--- src/rtl/blkchk_regif_pkg.sv ---
package blkchk_regif_pkg;

  localparam int WORD_W   = 16;
  localparam int CFG_W    = 4;
  localparam int BIT_SEN  = 6;
  localparam int BIT_STEP = 5;
  localparam int BIT_CLR  = 4;

  typedef enum logic [1:0] {
    REG_STAT = 2'd0,
    REG_RES  = 2'd1,
    REG_DATA = 2'd2,
    REG_NONE = 2'd3
  } reg_sel_e;

endpackage

--- src/rtl/blkchk_addr_dec.sv ---
module blkchk_addr_dec
  import blkchk_regif_pkg::*;
#(
  parameter int NUM_UNITS = 8,
  parameter int UNIT_AW   = 3
) (
  input  logic                 bus_req,
  input  logic                 bus_we,
  input  logic [UNIT_AW+1:0]   addr_hi,
  input  logic [NUM_UNITS-1:0] unit_en,
  output logic                 hit,
  output logic                 nxm,
  output logic [UNIT_AW-1:0]   unit_idx,
  output reg_sel_e             reg_sel,
  output logic [NUM_UNITS-1:0] wr_stat,
  output logic [NUM_UNITS-1:0] wr_data
);

  localparam logic [UNIT_AW:0] UNIT_LIM = (UNIT_AW+1)'(NUM_UNITS);

  logic in_range;
  logic en_bit;

  assign unit_idx = addr_hi[UNIT_AW+1:2];
  assign reg_sel  = reg_sel_e'(addr_hi[1:0]);
  assign in_range = {1'b0, unit_idx} < UNIT_LIM;

  always_comb begin
    en_bit = 1'b0;
    for (int u = 0; u < NUM_UNITS; u++) begin
      if (unit_idx == UNIT_AW'(u)) en_bit = unit_en[u];
    end
  end

  assign hit = bus_req && in_range && en_bit;
  assign nxm = bus_req && !hit;

  always_comb begin
    wr_stat = '0;
    wr_data = '0;
    for (int u = 0; u < NUM_UNITS; u++) begin
      if (hit && bus_we && unit_idx == UNIT_AW'(u)) begin
        wr_stat[u] = (reg_sel == REG_STAT);
        wr_data[u] = (reg_sel == REG_DATA);
      end
    end
  end

endmodule

--- src/rtl/blkchk_unit_ctl.sv ---
module blkchk_unit_ctl
  import blkchk_regif_pkg::*;
(
  input  logic              clk,
  input  logic              rst_n,
  input  logic              wr_stat,
  input  logic              wr_data,
  input  logic              wr_byte,
  input  logic              wr_hi,
  input  logic [WORD_W-1:0] wdata,
  input  logic              eng_fin,
  output logic [CFG_W-1:0]  cfg_q,
  output logic              sen_q,
  output logic              done_q,
  output logic [WORD_W-1:0] data_q,
  output logic              start_q,
  output logic              step_q,
  output logic              clear_q,
  output logic              busy_q
);

  logic [CFG_W-1:0]  cfg_d;
  logic              sen_d, done_d, busy_d;
  logic [WORD_W-1:0] data_d;
  logic              start_d, step_d, clear_d;
  logic [6:0]        stat_lo;
  logic [WORD_W-1:0] data_wr;
  logic              state_en;

  // Only the low byte of the status word holds writable fields
  assign stat_lo = (wr_byte && wr_hi) ? {sen_q, 2'b00, cfg_q} : wdata[6:0];

  always_comb begin
    if (!wr_byte)   data_wr = wdata;
    else if (wr_hi) data_wr = {wdata[7:0], data_q[7:0]};
    else            data_wr = {data_q[WORD_W-1:8], wdata[7:0]};
  end

  assign state_en = wr_stat || wr_data || eng_fin;

  always_comb begin
    cfg_d   = cfg_q;
    sen_d   = sen_q;
    done_d  = done_q;
    busy_d  = busy_q;
    data_d  = data_q;
    start_d = 1'b0;
    step_d  = 1'b0;
    clear_d = 1'b0;
    if (eng_fin) begin
      done_d = 1'b1;
      busy_d = 1'b0;
    end
    if (wr_stat) begin
      sen_d = stat_lo[BIT_SEN];
      cfg_d = stat_lo[CFG_W-1:0];
      if (stat_lo[BIT_CLR]) begin
        done_d  = 1'b1;
        busy_d  = 1'b0;
        clear_d = 1'b1;
      end else if (stat_lo[BIT_STEP] && !stat_lo[BIT_SEN] && !done_d) begin
        step_d = 1'b1;
      end
    end
    if (wr_data) begin
      data_d = data_wr;
      done_d = 1'b0;
      if (sen_q) begin
        start_d = 1'b1;
        busy_d  = 1'b1;
      end
    end
  end

  always_ff @(posedge clk or negedge rst_n) begin
    if (!rst_n) begin
      cfg_q  <= '0;
      sen_q  <= 1'b0;
      done_q <= 1'b1;
      busy_q <= 1'b0;
      data_q <= '0;
    end else if (state_en) begin
      cfg_q  <= cfg_d;
      sen_q  <= sen_d;
      done_q <= done_d;
      busy_q <= busy_d;
      data_q <= data_d;
    end
  end

  always_ff @(posedge clk or negedge rst_n) begin
    if (!rst_n) begin
      start_q <= 1'b0;
      step_q  <= 1'b0;
      clear_q <= 1'b0;
    end else begin
      start_q <= start_d;
      step_q  <= step_d;
      clear_q <= clear_d;
    end
  end

endmodule

--- src/rtl/blkchk_rd_mux.sv ---
module blkchk_rd_mux
  import blkchk_regif_pkg::*;
#(
  parameter int NUM_UNITS = 8,
  parameter int UNIT_AW   = 3
) (
  input  logic [UNIT_AW-1:0]                  unit_idx,
  input  reg_sel_e                            reg_sel,
  input  logic [NUM_UNITS-1:0][CFG_W-1:0]     cfg_arr,
  input  logic [NUM_UNITS-1:0]                sen_vec,
  input  logic [NUM_UNITS-1:0]                done_vec,
  input  logic [NUM_UNITS-1:0]                quo_vec,
  input  logic [NUM_UNITS-1:0][WORD_W-1:0]    res_arr,
  output logic [WORD_W-1:0]                   rd_val
);

  logic [WORD_W-1:0] stat_w;
  logic [WORD_W-1:0] res_w;

  always_comb begin
    stat_w = '0;
    res_w  = '0;
    for (int u = 0; u < NUM_UNITS; u++) begin
      if (unit_idx == UNIT_AW'(u)) begin
        stat_w = {7'b0, quo_vec[u], done_vec[u], sen_vec[u], 2'b00, cfg_arr[u]};
        res_w  = res_arr[u];
      end
    end
  end

  always_comb begin
    case (reg_sel)
      REG_STAT: rd_val = stat_w;
      REG_RES:  rd_val = res_w;
      default:  rd_val = '0;
    endcase
  end

endmodule

--- src/rtl/blkchk_regif.sv ---
module blkchk_regif
  import blkchk_regif_pkg::*;
#(
  parameter int NUM_UNITS = 8,
  parameter int UNIT_AW   = 3,
  localparam int ADDR_W   = UNIT_AW + 3
) (
  input  logic                        clk,
  input  logic                        rst_n,
  input  logic                        bus_req,
  input  logic                        bus_we,
  input  logic                        bus_byte,
  input  logic [ADDR_W-1:0]           bus_addr,
  input  logic [WORD_W-1:0]           bus_wdata,
  input  logic [NUM_UNITS-1:0]        unit_en,
  output logic                        rsp_valid,
  output logic                        rsp_nxm,
  output logic [WORD_W-1:0]           rsp_rdata,
  output logic [NUM_UNITS-1:0]        eng_start,
  output logic [NUM_UNITS-1:0]        eng_step,
  output logic [NUM_UNITS-1:0]        eng_clear,
  output logic [NUM_UNITS*CFG_W-1:0]  eng_cfg,
  output logic [NUM_UNITS*WORD_W-1:0] eng_data,
  input  logic [NUM_UNITS*WORD_W-1:0] eng_result,
  input  logic [NUM_UNITS-1:0]        eng_quo,
  input  logic [NUM_UNITS-1:0]        eng_fin,
  output logic [NUM_UNITS-1:0]        unit_busy
);

  logic                             hit, nxm;
  logic [UNIT_AW-1:0]               unit_idx;
  reg_sel_e                         reg_sel;
  logic [NUM_UNITS-1:0]             wr_stat, wr_data;
  logic [NUM_UNITS-1:0][CFG_W-1:0]  cfg_arr;
  logic [NUM_UNITS-1:0]             sen_vec, done_vec;
  logic [NUM_UNITS-1:0][WORD_W-1:0] data_arr, res_arr;
  logic [WORD_W-1:0]                rd_val;
  logic                             rsp_valid_d, rsp_nxm_d;
  logic [WORD_W-1:0]                rsp_rdata_d;

  blkchk_addr_dec #(.NUM_UNITS(NUM_UNITS), .UNIT_AW(UNIT_AW)) dec_i (
    .bus_req (bus_req),
    .bus_we  (bus_we),
    .addr_hi (bus_addr[ADDR_W-1:1]),
    .unit_en (unit_en),
    .hit     (hit),
    .nxm     (nxm),
    .unit_idx(unit_idx),
    .reg_sel (reg_sel),
    .wr_stat (wr_stat),
    .wr_data (wr_data)
  );

  for (genvar u = 0; u < NUM_UNITS; u++) begin : g_unit
    blkchk_unit_ctl unit_i (
      .clk    (clk),
      .rst_n  (rst_n),
      .wr_stat(wr_stat[u]),
      .wr_data(wr_data[u]),
      .wr_byte(bus_byte),
      .wr_hi  (bus_addr[0]),
      .wdata  (bus_wdata),
      .eng_fin(eng_fin[u]),
      .cfg_q  (cfg_arr[u]),
      .sen_q  (sen_vec[u]),
      .done_q (done_vec[u]),
      .data_q (data_arr[u]),
      .start_q(eng_start[u]),
      .step_q (eng_step[u]),
      .clear_q(eng_clear[u]),
      .busy_q (unit_busy[u])
    );
    assign eng_cfg[u*CFG_W +: CFG_W]    = cfg_arr[u];
    assign eng_data[u*WORD_W +: WORD_W] = data_arr[u];
    assign res_arr[u]                   = eng_result[u*WORD_W +: WORD_W];
  end

  blkchk_rd_mux #(.NUM_UNITS(NUM_UNITS), .UNIT_AW(UNIT_AW)) mux_i (
    .unit_idx(unit_idx),
    .reg_sel (reg_sel),
    .cfg_arr (cfg_arr),
    .sen_vec (sen_vec),
    .done_vec(done_vec),
    .quo_vec (eng_quo),
    .res_arr (res_arr),
    .rd_val  (rd_val)
  );

  always_comb begin
    rsp_valid_d = bus_req;
    rsp_nxm_d   = nxm;
    rsp_rdata_d = (hit && !bus_we) ? rd_val : '0;
  end

  always_ff @(posedge clk or negedge rst_n) begin
    if (!rst_n) begin
      rsp_valid <= 1'b0;
      rsp_nxm   <= 1'b0;
      rsp_rdata <= '0;
    end else begin
      rsp_valid <= rsp_valid_d;
      rsp_nxm   <= rsp_nxm_d;
      rsp_rdata <= rsp_rdata_d;
    end
  end

endmodule

--- config.mk ---
export PLATFORM = sky130hd
export DESIGN_NAME = blkchk_regif
export DESIGN_NICKNAME = d
export VERILOG_FILES = /design/src/rtl/blkchk_regif_pkg.sv /design/src/rtl/blkchk_addr_dec.sv /design/src/rtl/blkchk_unit_ctl.sv /design/src/rtl/blkchk_rd_mux.sv /design/src/rtl/blkchk_regif.sv
export SDC_FILE = /design/constraint.sdc
export NUM_CORES = 1
export LEC_CHECK = 0
export BUFFER_PORTS_ARGS = -buffer_cell sky130_fd_sc_hd__buf_2
export CORE_MARGIN = 3
export CORE_UTILIZATION = 45
export CTS_CLUSTER_SIZE = 10
export DETAILED_ROUTE_END_ITERATION = 7
export PLACE_DENSITY = 0.88
export SLEW_MARGIN = 20
export SYNTH_ARGS = -nofsm -noshare
export SYNTH_HDL_FRONTEND = slang
export SYNTH_SLANG_ARGS = --single-unit
export TNS_END_PERCENT = 100
--- constraint.sdc ---
create_clock -name clk -period 1.2 [get_ports clk]
set_input_delay 0 -clock clk [delete_from_list [all_inputs] [get_ports clk]]
set_output_delay 0 -clock clk [all_outputs]
set_load 0.005 [all_outputs]
==> summary.md <==
| Metric | Value |
|---|---|
| Via count | just over 10000 |
| Worst setup path class | register to register |
| Initial Util | 46.4% |
| Syn-to-layout area delta | 54.0% |
| Layout cells sized above 1 | around 60% |
| Horiz. Die Dim | 160 µm |
| RSZ-0062 raised after global routing | yes |
| Die Ht | between 150 and 200 µm |
| CP arrival | 1890 ps |
| TritonCTS clock tree | built |
| Period Utilization, post-route | 119% |
| DRC viols | 0 |
| Sequential share of the synthesized area | a little over half |
| Hold WS | -144 ps |
| Initial antenna violation count | 2 |
| Rows | 55 |
| CTS Buffer Depth | 3 |
| Hold Path Class | input pin to register |
| # Max-Cap Violations | 0 |
| Num CTS Buffers | 27 |
| Rel. slew slack | 60.9% |
| Total power | 19400 µW |
| Synthesized area | 0.0106 mm² |
| Fmax | around 0.7 GHz |
| Final worst slack | -227 ps |
| Synthesized net count | between 1000 and 1500 |
| Dominant synthesized flop cell | dfrtp_1 |
| Clock sinks | 226 |
| Fin. Hold Viols | 6 |
| Clk root buf | clkbuf_16 |
| Post-route minimum period | 1430 ps |
| Required time worst endpoint | 1660 ps |
| DR iter-0 viols | between 1000 and 1500 |
| Buffers on Ports | roughly 390 |
| Full die area | roughly 0.026 mm² |
| Nets | roughly 1600 |
| Core area | between 0.02 and 0.025 mm² |
| Reg clk slew, reported paths | 60 ps |
| Vias/cell | about 5.8 |
| Failing checks | hold timing, setup timing |
| Post-synthesis async set-or-reset flop share | 100% |
| Avg WL per Cell | about 24 µm |
| Antenna Nets Post-Route | 0 |
| Avg Cell Area, Syn | 12.5 µm² |
| Fin Clk Skew | just under 9 ps |
| Most frequent cells in the layout | buf_2 (374), dfrtp_1 (216), buf_4 (148) |
| Outcome | complete, but fails checks |
| Routability cong. | roughly 0.97 |
| Setup TNS | -1970 ps |
| Final Cell Area | 0.0164 mm² |
| Drt total wl | 42900 µm |
| I/O pins | 389 |
| Synthesis Warnings | 0 |
| Pre-antenna DRT Iters | 5 |
| Leakage power | 0.00852 µW |
| Vias in the first global route | 10800 |
| Synth unique cells | 58 |
| Overflow after GRT | 0 |
| Crit path max fanout | 2 |
| DP HPWL | 30200 µm |
| Final setup vio count | 33 |
| CP startpoint kind | register |
| Largest net degree at the start of global routing | 48 |
| PwrDens | around 1200 mW/mm² |
| H-Tree Depth | 1 |
| Clock Latency Late Sink | ~530 ps |
| Most common cell after layout, fill and taps aside | buf_2 |
| Max-slew violation count | 0 |
| Post-synth EDFFs | 0 |
| First-pass GRT wire length | 64100 µm |
| Worst-margin pin slew | 581 ps |
| Total Routing Usage GR | a little under a third |
| Crit path capture type | register |
| Seq cells post-synth | roughly 230 |
| Peak VDD IR | between 0.001 and 0.0015 V |
| Synthesized instance count | 853 |
| Area after DPL | roughly 0.014 mm² |
==> worst max-delay path: stages (launching register included) <==
cell      delay (ps)
dfstp_2          560
mux4_2           250
nor2_2            50
nor4_2           290
o2111a_1         210
==> layer usage <==
layer,global-route usage (%),part of all wire (%)
met5,0,0
met4,13.4,4.8
met3,7.50,8.9
met2,54.7,49
met1,38.8,37
==> worst paths after layout <==
kind,from,endpoint,slack (ps),depth (start not counted)
setup / recovery,g_unit[3].unit_i.done_q,rsp_rdata[7],-230,4
min in group asynchronous,rst_n,g_unit[7].unit_i.data_q[12],490,3
setup reg to reg,g_unit[3].unit_i.done_q,rsp_rdata[7],-230,4
hold / removal,bus_req,rsp_valid,-140,2
max in group asynchronous,rst_n,g_unit[3].unit_i.done_q,130,4
hold reg to reg,g_unit[2].unit_i.data_q[3],g_unit[2].unit_i.data_q[3],510,1
==> what timing repair did <==
action	in CTS	in global routing
endpoints found under the setup margin	120	84
hold endpoints to repair	328	7
setup buffers	8	12
pin swaps	9	12
resized for setup	44	40
hold buffers	61	1
==> per-stage QoR <==
step	utilization (%)	instances	setup slack [ps]
after global placement	63.2	1642	-680
after CTS	70.5	1757	-229
after floorplan	-	853	-445
final	71.5	1767	-227
after global routing	71.5	1766	-262
after detailed placement	63.2	1642	-766
==> sequential cells by signal (all words and copies together) (netlist names) <==
register	flops
g_unit.unit_i.data_q	128
g_unit.unit_i.cfg_q	32
rsp_rdata	16
g_unit.unit_i.busy_q	8
g_unit.unit_i.clear_q	8
g_unit.unit_i.done_q	8
g_unit.unit_i.sen_q	8
g_unit.unit_i.start_q	8
g_unit.unit_i.step_q	8
rsp_nxm	1
rsp_valid	1
==> cell usage after synthesis (all sizes together) (9+ instances only) <==
cell type,number,share of area [%]
nor2,65,2.3
a21oi,38,1.8
o221ai,17,1.4
dfrtp,218,51
mux2i,15,1.4
mux4,17,3.6
a22o,11,0.91
clkbuf,22,0.78
mux2,167,18
nand2,25,0.88
a22oi,12,0.85
a211oi,9,0.68
nor2b,13,0.76
buf,60,3.6
nor3,12,0.66
o21ai,12,0.56
inv,14,0.49
nand3,20,1.1
==> kinds of logic after synthesis <==
kind of cell	after synthesis	synth area share [%]
AO/OA/AOI/OAI	141	9.37
buffers and inverters	97	4.92
flip-flops	226	53.3
multiplexers	199	22.7
AND/OR/NAND/NOR	190	9.77
==> power breakdown <==
| group | switching [µW] | internal, µW |
|---|---|---|
| clock | 3150 | 4260 |
| combinational | 1710 | 1870 |
| sequential | 320 | 8080 |
| total | 5170 | 14200 |
==> final cells by class <==
| class | count | area, µm² |
|---|---|---|
| Fill cell | 1438 | 6530 |
| Sequential cell | 226 | 5670 |
| Multi-Input combinational cell | 530 | 5170 |
| Timing Repair Buffer | 632 | 4310 |
| Clock buffer | 46 | 757 |
| Tap cell | 313 | 392 |
| Inverter | 15 | 57.6 |
| Clock inverter | 3 | 22.5 |
| Antenna cell | 2 | 5.00 |
(Power assumes the default switching activity.)
